### src/rtl/rxq_pkg.sv
package rxq_pkg;
   localparam int unsigned ENTRY_W = 10;
   localparam int unsigned DATA_W  = 8;

   typedef enum logic [2:0] {
      RX_IDLE, RX_START, RX_DATA, RX_PAR, RX_STOP1, RX_STOP2
   } rx_state_e;
endpackage

### src/rtl/rxq_deframer.sv
module rxq_deframer
   import rxq_pkg::*;
#(
   parameter int unsigned OVS         = 16,
   parameter int unsigned SYNC_STAGES = 2
) (
   input  logic               clk,
   input  logic               rst_n,
   input  logic               tick,
   input  logic               rx_en,
   input  logic               eight,
   input  logic               par_en,
   input  logic               par_odd,
   input  logic               two_stop,
   input  logic               line_in,
   output logic               push,
   output logic [ENTRY_W-1:0] entry,
   output logic               busy
);
   localparam int unsigned CW   = $clog2(OVS);
   localparam int unsigned HALF = OVS / 2;

   if (OVS < 4 || (OVS % 2) != 0) begin : g_bad_ovs
      initial $fatal(1, "OVS must be even and at least 4");
   end

   logic s;
   if (SYNC_STAGES == 0) begin : g_nosync
      assign s = line_in;
   end else begin : g_sync
      logic [SYNC_STAGES-1:0] chain;
      always_ff @(posedge clk) begin
         if (!rst_n) chain <= '1;
         else        chain <= {chain[SYNC_STAGES-2 >= 0 ? SYNC_STAGES-2 : 0 : 0], line_in} & '1;
      end
      assign s = chain[SYNC_STAGES-1];
   end

   rx_state_e         state;
   logic [CW-1:0]     cnt;
   logic [2:0]        bidx;
   logic [DATA_W-1:0] shreg;
   logic              perr_q, ferr_q;
   logic [DATA_W-1:0] aligned;
   logic [2:0]        last_idx;
   logic              bit_pt;

   assign aligned  = eight ? shreg : {1'b0, shreg[DATA_W-1:1]};
   assign last_idx = eight ? 3'd7 : 3'd6;
   assign bit_pt   = (cnt == CW'(OVS - 1));
   assign busy     = (state != RX_IDLE);

   always_ff @(posedge clk) begin
      if (!rst_n) begin
         state  <= RX_IDLE;
         cnt    <= '0;
         bidx   <= '0;
         shreg  <= '0;
         perr_q <= 1'b0;
         ferr_q <= 1'b0;
         push   <= 1'b0;
         entry  <= '0;
      end else begin
         push <= 1'b0;
         if (!rx_en) begin
            state <= RX_IDLE;
         end else if (tick) begin
            cnt <= cnt + 1'b1;
            unique case (state)
               RX_IDLE: begin
                  cnt <= '0;
                  if (!s) state <= RX_START;
               end
               RX_START: if (cnt == CW'(HALF - 1)) begin
                  cnt    <= '0;
                  bidx   <= '0;
                  perr_q <= 1'b0;
                  state  <= s ? RX_IDLE : RX_DATA;
               end
               RX_DATA: if (bit_pt) begin
                  cnt   <= '0;
                  shreg <= {s, shreg[DATA_W-1:1]};
                  bidx  <= bidx + 1'b1;
                  if (bidx == last_idx) state <= par_en ? RX_PAR : RX_STOP1;
               end
               RX_PAR: if (bit_pt) begin
                  cnt    <= '0;
                  perr_q <= (^aligned) ^ s ^ par_odd;
                  state  <= RX_STOP1;
               end
               RX_STOP1: if (bit_pt) begin
                  cnt    <= '0;
                  ferr_q <= !s;
                  if (two_stop) begin
                     state <= RX_STOP2;
                  end else begin
                     push  <= 1'b1;
                     entry <= {!s, perr_q, aligned};
                     state <= RX_IDLE;
                  end
               end
               RX_STOP2: if (bit_pt) begin
                  cnt   <= '0;
                  push  <= 1'b1;
                  entry <= {ferr_q, perr_q, aligned};
                  state <= RX_IDLE;
               end
               default: state <= RX_IDLE;
            endcase
         end
      end
   end

   // a stored character implies the receiver was enabled in the cycle before
   p_rx_gate_r7: assert property (@(posedge clk) disable iff (!rst_n)
      push |-> $past(rx_en));
   // a frame body is only entered after the start bit was confirmed low at its centre
   p_start_mid_r6: assert property (@(posedge clk) disable iff (!rst_n)
      (state == RX_DATA && $past(state) == RX_START) |-> $past(!s));
endmodule

### src/rtl/rxq_store.sv
module rxq_store #(
   parameter int unsigned DEPTH    = 16,
   parameter int unsigned WIDTH    = 10,
   parameter int unsigned AF_LEVEL = 12,
   localparam int unsigned CNT_W   = $clog2(DEPTH + 1),
   localparam int unsigned PTR_W   = $clog2(DEPTH)
) (
   input  logic             clk,
   input  logic             rst_n,
   input  logic             clr,
   input  logic             push,
   input  logic [WIDTH-1:0] wdata,
   input  logic             pop,
   output logic [WIDTH-1:0] rdata,
   output logic [CNT_W-1:0] count,
   output logic             af_pulse,
   output logic             full_pulse,
   output logic             ovr_pulse
);
   if ((DEPTH & (DEPTH - 1)) != 0 || DEPTH < 2) begin : g_bad_depth
      initial $fatal(1, "DEPTH must be a power of two");
   end
   if (AF_LEVEL == 0 || AF_LEVEL >= DEPTH) begin : g_bad_af
      initial $fatal(1, "AF_LEVEL must lie between 1 and DEPTH-1");
   end

   logic [WIDTH-1:0] mem [DEPTH];
   logic [PTR_W-1:0] wptr, rptr;
   logic             full, empty, push_ok, pop_ok;

   assign full    = (count == CNT_W'(DEPTH));
   assign empty   = (count == '0);
   assign push_ok = push && !full;
   assign pop_ok  = pop && !empty;
   assign rdata   = mem[rptr];

   always_ff @(posedge clk) begin
      if (push_ok) mem[wptr] <= wdata;
   end

   always_ff @(posedge clk) begin
      if (!rst_n) begin
         wptr <= '0; rptr <= '0; count <= '0;
         af_pulse <= 1'b0; full_pulse <= 1'b0; ovr_pulse <= 1'b0;
      end else begin
         af_pulse   <= !clr && push_ok && !pop_ok && count == CNT_W'(AF_LEVEL - 1);
         full_pulse <= !clr && push_ok && !pop_ok && count == CNT_W'(DEPTH - 1);
         ovr_pulse  <= !clr && push && full;
         if (clr) begin
            wptr <= '0; rptr <= '0; count <= '0;
         end else begin
            if (push_ok) wptr <= wptr + 1'b1;
            if (pop_ok)  rptr <= rptr + 1'b1;
            if (push_ok && !pop_ok)      count <= count + 1'b1;
            else if (pop_ok && !push_ok) count <= count - 1'b1;
         end
      end
   end

   p_no_overflow_r11: assert property (@(posedge clk) disable iff (!rst_n)
      count <= CNT_W'(DEPTH));
   p_overrun_full_r11: assert property (@(posedge clk) disable iff (!rst_n)
      ovr_pulse |-> ($past(count) == CNT_W'(DEPTH) && count == CNT_W'(DEPTH) - CNT_W'($past(pop_ok))));
   p_full_level_r10: assert property (@(posedge clk) disable iff (!rst_n)
      full_pulse |-> count == CNT_W'(DEPTH));
   p_af_level_r10: assert property (@(posedge clk) disable iff (!rst_n)
      af_pulse |-> count == CNT_W'(AF_LEVEL));
   p_clear_r13: assert property (@(posedge clk) disable iff (!rst_n)
      clr |=> count == '0);
endmodule

### src/rtl/rxq_idle_watch.sv
module rxq_idle_watch #(
   parameter int unsigned LIMIT = 640,
   localparam int unsigned TW   = $clog2(LIMIT + 1)
) (
   input  logic clk,
   input  logic rst_n,
   input  logic tick,
   input  logic busy,
   input  logic nonempty,
   output logic pulse
);
   logic [TW-1:0] cnt;
   logic          fired;

   always_ff @(posedge clk) begin
      if (!rst_n) begin
         cnt <= '0; fired <= 1'b0; pulse <= 1'b0;
      end else begin
         pulse <= 1'b0;
         if (busy || !nonempty) begin
            cnt   <= '0;
            fired <= 1'b0;
         end else if (tick && !fired) begin
            if (cnt == TW'(LIMIT - 1)) begin
               pulse <= 1'b1;
               fired <= 1'b1;
            end else begin
               cnt <= cnt + 1'b1;
            end
         end
      end
   end

   p_timeout_data_r12: assert property (@(posedge clk) disable iff (!rst_n)
      pulse |-> $past(nonempty && !busy));
   p_timeout_once_r12: assert property (@(posedge clk) disable iff (!rst_n)
      pulse |=> !pulse);
endmodule

### src/rtl/serial_rx_tagq.sv
module serial_rx_tagq
   import rxq_pkg::*;
#(
   parameter int unsigned OVS         = 16,
   parameter int unsigned DEPTH       = 16,
   parameter int unsigned AF_LEVEL    = 12,
   parameter int unsigned TOUT_CHARS  = 4,
   parameter int unsigned FRAME_BITS  = 10,
   parameter int unsigned SYNC_STAGES = 2
) (
   input  logic               clk,
   input  logic               rst_n,
   input  logic               os_tick,
   input  logic               rx_line,
   input  logic               lb_line,
   input  logic               cfg_rx_en,
   input  logic               cfg_eight_bits,
   input  logic               cfg_par_en,
   input  logic               cfg_par_odd,
   input  logic               cfg_two_stop,
   input  logic               cfg_loopback,
   input  logic               fifo_clr,
   input  logic               rd_en,
   output logic [ENTRY_W-1:0] rd_entry,
   output logic [15:0]        idx_word,
   output logic               irq_almost_full,
   output logic               irq_full,
   output logic               irq_overrun,
   output logic               irq_timeout
);
   localparam int unsigned CNT_W      = $clog2(DEPTH + 1);
   localparam int unsigned TOUT_TICKS = TOUT_CHARS * FRAME_BITS * OVS;

   if (CNT_W > 8) begin : g_bad_idx
      initial $fatal(1, "fill level does not fit the index field");
   end

   logic               line_sel, push, busy;
   logic [ENTRY_W-1:0] entry;
   logic [CNT_W-1:0]   count;

   assign line_sel = cfg_loopback ? lb_line : rx_line;

   rxq_deframer #(.OVS(OVS), .SYNC_STAGES(SYNC_STAGES)) u_deframer (
      .clk(clk), .rst_n(rst_n), .tick(os_tick), .rx_en(cfg_rx_en),
      .eight(cfg_eight_bits), .par_en(cfg_par_en), .par_odd(cfg_par_odd),
      .two_stop(cfg_two_stop), .line_in(line_sel),
      .push(push), .entry(entry), .busy(busy)
   );

   rxq_store #(.DEPTH(DEPTH), .WIDTH(ENTRY_W), .AF_LEVEL(AF_LEVEL)) u_store (
      .clk(clk), .rst_n(rst_n), .clr(fifo_clr), .push(push), .wdata(entry),
      .pop(rd_en), .rdata(rd_entry), .count(count),
      .af_pulse(irq_almost_full), .full_pulse(irq_full), .ovr_pulse(irq_overrun)
   );

   rxq_idle_watch #(.LIMIT(TOUT_TICKS)) u_idle (
      .clk(clk), .rst_n(rst_n), .tick(os_tick), .busy(busy),
      .nonempty(count != '0), .pulse(irq_timeout)
   );

   always_comb begin
      idx_word = '0;
      idx_word[8 +: CNT_W] = count;
   end

   p_idx_pack_r9: assert property (@(posedge clk) disable iff (!rst_n)
      (idx_word[7:0] == 8'h00) && (idx_word[15:8+CNT_W] == '0));
endmodule

### config.mk
export PLATFORM = sky130hd
export DESIGN_NAME = serial_rx_tagq
export DESIGN_NICKNAME = d
export VERILOG_FILES = /design/src/rtl/rxq_pkg.sv /design/src/rtl/rxq_deframer.sv /design/src/rtl/rxq_store.sv /design/src/rtl/rxq_idle_watch.sv /design/src/rtl/serial_rx_tagq.sv
export SDC_FILE = /design/constraint.sdc
export NUM_CORES = 1
export LEC_CHECK = 0
export ABC_CLOCK_PERIOD_IN_PS = 2900
export CORE_MARGIN = 1
export CORE_UTILIZATION = 45
export DETAILED_ROUTE_END_ITERATION = 8
export MAX_ROUTING_LAYER = met4
export PLACE_DENSITY = 0.63
export SYNTH_ARGS = -nofsm -noshare
export SYNTH_HDL_FRONTEND = slang
export SYNTH_SLANG_ARGS = --single-unit
### constraint.sdc
create_clock -name clk -period 2.9 [get_ports clk]
set_input_delay 0.58 -clock clk [delete_from_list [all_inputs] [get_ports clk]]
set_output_delay 0.58 -clock clk [all_outputs]
set_load 0.02 [all_outputs]
# ---- Yosys cells after proc, flatten, opt, wreduce, memory -nomap -nowiden
# Memory sizes are Yosys's and may differ from the RTL's. A register that Yosys moved wholly into a read port is not among the register bits.
# Index checks and enable logic that the tools add are counted.
dict set report word_totals {
  memories 1
  ff_bits 61
  ramBits 160
  input_bits 13
  output_inout_bits 30
  word_cells 133
}
dict set report op_classes {
  n_eq_ne 20
  muxes 38
  addsub 7
  n_reduce_logical 44
  n_bitwise 5
}
# memory words width read_ports rd_ports_with_merged_regs wr line_no
set memory_table {}
lappend memory_table {u_store.mem 16 10 1 1 1 rxq_store.sv:27} ;# logic [WIDTH-1:0] mem [DEPTH];
# op count
set op_table {}
lappend op_table {{$mux 3} 11}
lappend op_table {{$mux 10} 3}
lappend op_table {{$pmux 10 s2} 1}
lappend op_table {{$pmux 3 s6} 1}
lappend op_table {{$mux 4} 4}
lappend op_table {{$add 4x1->4 const B} 3}
lappend op_table {{$ne 2x1->1 const B} 6}
lappend op_table {{$pmux 4 s3} 1}
lappend op_table {{$logic_and 1x1->1} 11}
lappend op_table {{$add 10x1->10 const B} 1}
lappend op_table {{$eq 10x10->1 const B} 1}
lappend op_table {{$eq 5x4->1 const B} 2}
lappend op_table {{$mux 1} 10}
lappend op_table {{$mux 5} 2}
lappend op_table {{$reduce_and 5->1} 2}
lappend op_table {{$logic_not 1->1} 8}
lappend op_table {{$mux 8} 1}
lappend op_table {{$reduce_and 2->1} 4}
lappend op_table {{$reduce_and 4->1} 2}
lappend op_table {{$reduce_and 8->1} 1}
lappend op_table {{$reduce_bool 2->1} 4}
lappend op_table {{$reduce_xor 8->1} 1}
lappend op_table {{$eq 3x2->1 const B} 2}
lappend op_table {{$eq 3x3->1 const B} 2}
lappend op_table {{other kinds (24)} 30}

# ---- Longest topological paths before layout
# Gate-level depths: netlist of run 1.
dict set report depth {
  depth_word 7
  ltp_mapped 11
  depth_no_buf 11
}

# ---- By module
# Synthesis of run 1 repeated with hierarchy kept, for this count alone.
dict set report unflattened {
  hier_cells 647
  hier_area_um2 9479.1
}
# mod n_inst cells_each area_each_um2 seq_area_each_um2
set modules_own_cells {}
lappend modules_own_cells {rxq_store 1 370 7048.0 5205.0}
lappend modules_own_cells {rxq_deframer 1 193 1726.7 660.6}
lappend modules_own_cells {rxq_idle_watch 1 68 590.6 240.2}
lappend modules_own_cells {serial_rx_tagq 1 16 113.9 0.0}

# ---- Least setup slack after synthesis of run 1
# OpenSTA, ideal clock, no wires.
dict set report synth_path {
  path_kind {reg2reg}
  from {register u_store.count[1]}
  to {register u_store.count[4]}
  required_time_ns 2.830
  setup_time_ns 0.070
  path_stages_with_launch 12
  slack_ns 0.123
  n_path_buf 0
  synth_period_minus_slack_ns 2.777
  t_arrival_ns 2.707
  cell_sequence {dfxtp_1 -> nor4_1 -> nand2_1 -> nand2_1 -> ha_1 -> inv_1 -> fa_1 -> a21o_1 -> a21oi_1 -> xnor2_1 -> or3_1 -> a21oi_1}
}
dict set report synth_via {
  elab_chain_len 6
  elab_cells_between_ends 15
  cone_classes {add/sub (2); eq/ne (1); mux (2); reduce/logical (10)}
}
# item line_no
set synth_rtl {}
lappend synth_rtl {{start, declared} rxq_store.sv:15} ;# output logic [CNT_W-1:0] count,
lappend synth_rtl {{start signal, assigned} rxq_store.sv:54} ;# if (push_ok && !pop_ok) count <= count + 1'b1;
lappend synth_rtl {{start signal, assigned} rxq_store.sv:55} ;# else if (pop_ok && !push_ok) count <= count - 1'b1;
lappend synth_rtl {{branches (longest 6 deep; another with $sub 5x1->5)} -}
# Several ways; the timed one is not identified. The select of a mux whose other input is x is not followed.
# A chain may end at the register's enable or synchronous reset.

==> results_dict.tcl, run 1 <==
set metrics [dict create \
    critical_path.reg2reg.startpoint "u_store.count[1]" \
    vias 4979 \
    drt_pre_antenna_iters 5 \
    ys_ff_latch 225 \
    final_core_util 0.537 \
    last_weighted_congestion_value_of_the_routability_driven_placer 0.769 \
    drt_wl_total_um 17600 \
    critical_path_required_ps 2320 \
    total_leakage_power_nw 3.33 \
    synth_ff_type "edfxtp_1" \
    boundaryPins 43 \
    core_area_mm2 0.0202 \
    cpPeakStageDelay_ps 520 \
    synth_top_cells_by_area "edfxtp_1 52%, dfxtp_1 14%, mux4_2 12%" \
    worst-path-max-fanout 9 \
    worst_r2r_path_depth 11 \
    async_sr_flop_fraction 0 \
    synthMostInstantiatedCell "edfxtp_1" \
    dr.max_layer_used "met4" \
    setup_viol 10 \
    die_width_um 146 \
    fillCellCount 1631 \
    critical_path_s_slowest_cell "mux4_2" \
    grt_antenna_before_repair 0 \
    final_max_slew_viol_count 0 \
    placementRows 52 \
    maxCapViolCount 0 \
    die_height_um 146 \
    synthCells 588 \
    timing.hold.worst.start "u_deframer.g_sync.chain[0]" \
    final_design_area_no_fill_mm2 0.0109 \
    grt_pass1_wl_um 28100 \
    avgRoutedWirePerCell_um 18.9 \
    syn-mean-instance-area_um2 15.8 \
    setup_ws_ps -51.3 \
    antenna_violating_nets_post_route 0 \
    final_cycle_share 1.02 \
    clk_root_buffer_cell "clkbuf_16" \
    diodes 0 \
    route.detailed.drc 0 \
    synth.cells.most_frequent "160 x edfxtp_1, 65 x dfxtp_1, 50 x mux4_2" \
    critical_path.endpoint_type "output port" \
    timing.critical_path.cells "buf_12 > buf_12 > mux4_2 > mux4_2 > buf_2" \
    starting_utilization_of_the_core_area 0.459 \
    register_area_mm2 0.00611 \
    detailroute.wirelength.met2_um 8960 \
    largest_net_degree_at_the_start_of_global_routing 41 \
    timing.hold.worst.class "flop to flop" \
    placement.cell_area_mm2 0.0100 \
    synth-warning-count 0 \
    power.ir.vdd_worst_mv 0.667 \
    violations "setup timing" \
    rsz0062_at_grt "true" \
    synth_largest_type_area_fraction 0.517 \
    area_of_the_die_mm2 0.0212 \
    max_slew_margin 0.173 \
    finalCriticalPeriod_ps 2950 \
    dr.first_iter.drc_count 260 \
    clkSinkCount 225 \
    powerDensity_mw_per_mm2 589 \
    route.met3.wl_um 824 \
    power.total_mw 6.41 \
    cts_hold_buffers 0 \
    global_route.usage.total 0.177 \
    via_count_of_the_first_global_routing_pass 5171 \
    synth_top_area_cell "edfxtp_1" \
    worst_pin_slew_ps 1240 \
    synth.cell_area_mm2 0.00929 \
    count_of_flip_flops_with_a_built_in_enable_after_synthesis 160 \
    worst-endpoint-arrival_ps 2370 \
    nNetsFinal 670 \
    multiInputGateArea_mm2 0.00298 \
    synth_seq_area_share 0.658 \
    final.setup_skew_ps 25.1 \
    startpoint_class_of_the_critical_path "flop" \
    maximum_count_of_clock_buffers_along_a_single_path 3 \
    grt_overflow 0 \
    cts.reportedPaths.clkPinSlew_ps 60 \
    drive_above_1_share 0.206 \
    detail_route.vias_per_cell 5.35 \
    portBuffers 31 \
    hold_viol_final 0 \
    tritoncts "built" \
    ctsHtreeMaxLevel 1 \
    drt-met1-wl_um 7410 \
    worst_skew_pair.late_latency_ps 520 \
    crit_type "flop to output port" \
    setup-tns-final_ps -309 \
    areaGrowthSynthToFinish_pct 17.1 \
    outcome "finished, violations left" \
    hpwl_um 11000 \
    hold_path_depth 1 \
    numCtsBuffers 24 \
    fmaxAchievable_mhz 339 \
    critical_path_buf_inv_count 3 \
    path_delay_family "multiplexers" \
    number_of_stages_on_the_worst_setup_path 5 \
    synth_cell_types 56 \
]
## kinds of logic after synthesis
family                   share of synthesized area
flip-flops                                   0.658
AND/OR/NAND/NOR                             0.0833
multiplexers                                 0.145
buffers and inverters                       0.0268
AO/OA/AOI/OAI                               0.0388
XOR/XNOR                                    0.0288
adder cells (fa/ha/maj)                     0.0194
other                                     0.000404
## where the power goes
part	total, mW	leakage, nW	internal (mW)	switching, mW
Clock	2.92	0.368	1.70	1.21
Sequential	3.40	1.74	3.40	0.00485
Combinational	0.0851	1.23	0.0375	0.0477
Total	6.41	3.33	5.14	1.27
## final cells by class
class | instances | share of cell area
flip-flops and latches | 225 | 0.562
multi-input cells | 323 | 0.274
repair buffers | 61 | 0.0603
clock buffers | 29 | 0.0570
well taps | 270 | 0.0311
clock inverters | 14 | 0.0123
inverters | 9 | 0.00311
## registers in the layout (all words and copies together) (netlist names), 2 cells and up, named ones only
register,cells
u_store.wptr,4
u_deframer.bidx,3
u_deframer.state,3
u_store.rptr,4
u_store.count,5
u_deframer.g_sync.chain,2
u_deframer.shreg,8
u_deframer.entry,10
u_store.mem,160
u_idle.cnt,10
u_deframer.cnt,4
## routing by layer
metal  up-vias  GRT usage
li1       2329          -
met1      2495      0.220
met2       123      0.305
met3        32     0.0254
met4         0     0.0484
met5         -          -
## stage by stage
step                hold slack (ps)  std cells  setup WS [ps]
floorplan                       386        598            123
detailed placement              399        882           72.7
global route                    426        931           -112
CTS                             413        931          -63.7
global placement                402        882           99.9
finish                          406        931          -51.3
## final timing paths
check             slack (ps)                          to
setup / recovery         -50                 rd_entry[9]
hold / removal           410  u_deframer.g_sync.chain[1]
setup reg to reg         290            u_store.count[4]
hold reg to reg          410  u_deframer.g_sync.chain[1]
## cell usage in the layout (no fill, tap or decap), types with 3 or more instances in the layout
cell,count
a21oi_1,11
nand2_1,29
buf_4,20
nor2b_1,12
buf_6,6
nor2_1,42
nand3_1,16
or3_1,4
nand4_1,4
xnor2_1,11
buf_2,5
ha_1,12
xor2_1,17
o21ai_0,7
nor3_1,8
conb_1,11
nand2b_1,14
clkdlybuf4s50_1,21
dfxtp_1,64
edfxtp_1,160
buf_16,3
and2_1,3
clkbuf_16,24
clkinv_2,7
a21o_1,3
buf_12,6
o211a_1,8
clkbuf_1,5
mux2i_1,22
inv_1,9
and4_1,4
a21boi_1,4
mux4_2,50
## what timing repair did
action,in CTS,in global routing
endpoints found under the setup margin,10,11
gates cloned,3,0
endpoints found under the hold margin,0,0
resized for setup,55,1
buffers inserted,3,0
Power figures use the tool's default switching activity.
==> run 2, diff against run 1 <==
--- a/config.mk
+++ b/config.mk
@@ -9,7 +9,6 @@
 export CORE_MARGIN = 1
 export CORE_UTILIZATION = 45
 export DETAILED_ROUTE_END_ITERATION = 8
-export MAX_ROUTING_LAYER = met4
 export PLACE_DENSITY = 0.63
 export SYNTH_ARGS = -nofsm -noshare
 export SYNTH_HDL_FRONTEND = slang
==> results_dict.tcl, run 2 (synthesis gave the netlist of run 1 again) <==
set metrics [dict create \
    total_leakage_power_nw 3.33 \
    powerDensity_mw_per_mm2 589 \
    placed_cells_incl_taps 882 \
    setup_ws_ps -53.2 \
    detail_route.vias_per_cell 5.32 \
    ctsHtreeMaxLevel 1 \
    largest_registers "u_store.mem x160, u_deframer.entry x10, u_idle.cnt x10" \
    drt-met1-wl_um 7350 \
    power.ir.vdd_worst_mv 0.667 \
    critical_path_required_ps 2320 \
    worst-endpoint-arrival_ps 2370 \
    drt_wl_total_um 17500 \
    starting_utilization_of_the_core_area 0.459 \
    numCtsBuffers 24 \
    setup-tns-final_ps -347 \
    hpwl_um 11000 \
    areaGrowthSynthToFinish_pct 17.1 \
    die_height_um 146 \
    rsz0062_at_grt "true" \
    placement.cell_area_mm2 0.0100 \
    global_route.usage.total 0.172 \
    final_common_cell "edfxtp_1" \
    detailroute.wirelength.met2_um 9020 \
    worst_skew_pair.late_latency_ps 520 \
    grt_pass1_wl_um 28000 \
    grt_overflow 0 \
    route.detailed.drc 0 \
    finalCriticalPeriod_ps 2950 \
    switching_share 0.197 \
    critical_path.endpoint_type "output port" \
    final_max_slew_viol_count 0 \
    max_slew_margin 0.209 \
    pwr-share-clk 0.455 \
    dpl_worst_slack_ps 72.7 \
    last_weighted_congestion_value_of_the_routability_driven_placer 0.759 \
    final_cycle_share 1.02 \
    via_count_of_the_first_global_routing_pass 5171 \
    switchingPower_mw 1.26 \
    layout_common_cells "160 x edfxtp_1, 64 x dfxtp_1, 50 x mux4_2, 42 x nor2_1, 29 x nand2_1" \
    top_register "u_store.mem" \
    avgRoutedWirePerCell_um 18.8 \
    route.met3.wl_um 788 \
    nNetsFinal 670 \
    instances_no_fill 931 \
    maxCapViolCount 0 \
    hold_viol_final 0 \
    seqPwrFrac 0.532 \
    outcome "finished, violations left" \
    antenna_violating_nets_post_route 0 \
    grt_antenna_before_repair 0 \
    clkSinkCount 225 \
    combPwrFrac 0.013 \
    crit_type "flop to output port" \
    worst_pin_slew_ps 1180 \
    diodes 0 \
    area_of_the_die_mm2 0.0212 \
    final_core_util 0.537 \
    vias 4956 \
    cts.reportedPaths.clkPinSlew_ps 60 \
    multiInputGateArea_mm2 0.00298 \
    dr.max_layer_used "met4" \
    portBuffers 31 \
    cts_hold_buffers 0 \
    largest_register_ff_count 160 \
    timing.hold.worst.class "flop to flop" \
    largest_net_degree_at_the_start_of_global_routing 41 \
    maximum_count_of_clock_buffers_along_a_single_path 3 \
    final_design_area_no_fill_mm2 0.0109 \
    boundaryPins 43 \
    hold_slack_ps 406 \
    power.total_mw 6.40 \
    dr.first_iter.drc_count 258 \
    clk_root_buffer_cell "clkbuf_16" \
    die_width_um 146 \
    violations "setup timing" \
    worst-path-max-fanout 9 \
    placementRows 52 \
    fillCellCount 1631 \
    fmaxAchievable_mhz 339 \
    startpoint_class_of_the_critical_path "flop" \
    core_area_mm2 0.0202 \
    tritoncts "built" \
    drt_pre_antenna_iters 4 \
    register_area_mm2 0.00611 \
    power.internal_mw 5.14 \
    final.setup_skew_ps 22.9 \
    drive_above_1_share 0.206 \
    setup_viol 10 \
]
==> run 2: worst paths after layout <==
kind | startpoint | endpoint | slack (ps) | cells after the start
worst min register to register | u_deframer.g_sync.chain[0] | u_deframer.g_sync.chain[1] | 410 | 1
worst max register to register | u_store.count[1] | u_store.count[4] | 290 | 11
worst min-delay path | u_deframer.g_sync.chain[0] | u_deframer.g_sync.chain[1] | 410 | 1
worst max-delay path | flop | rd_entry[9] | -50 | 5
==> run 2: power by group through the flow <==
stage	Combinational [mW]	Sequential, mW	Clock, mW
2_1_floorplan	0.0668	3.47	0
3_3_place_gp	0.0837	3.47	0
3_5_place_dp	0.0857	3.47	0
4_1_cts	0.0861	3.40	2.98
5_1_grt	0.0924	3.40	3.12
6_report	0.0852	3.40	2.91
==> run 2: worst max-delay path, cell delays in order, from the launching register on <==
cell,delay (ps)
dfxtp_4,400
buf_12,130
buf_12,140
mux4_2,520
mux4_2,500
buf_2,180
==> run 2: timing repair <==
item	4_1_cts	5_1_grt
cloned	3	0
buffers inserted	3	0
setup endpoints to repair	10	11
pin swaps	0	0
gates resized for setup	55	1
==> run 2: metal layers <==
metal / global-route usage / vias to the layer above
li1: - / 2334
met3: 0.0254 / 27
met1: 0.219 / 2485
met4: 0.0484 / 0
met2: 0.305 / 110
met5: 0 / -
==> run 2: final cells by class <==
type | instances | share of cell area
Inverter | 9 | 0.00311
Timing Repair Buffer | 61 | 0.0603
Clock buffer | 29 | 0.0570
Tap cell | 270 | 0.0311
Sequential cell | 225 | 0.562
Multi-Input combinational cell | 323 | 0.274
Clock inverter | 14 | 0.0123
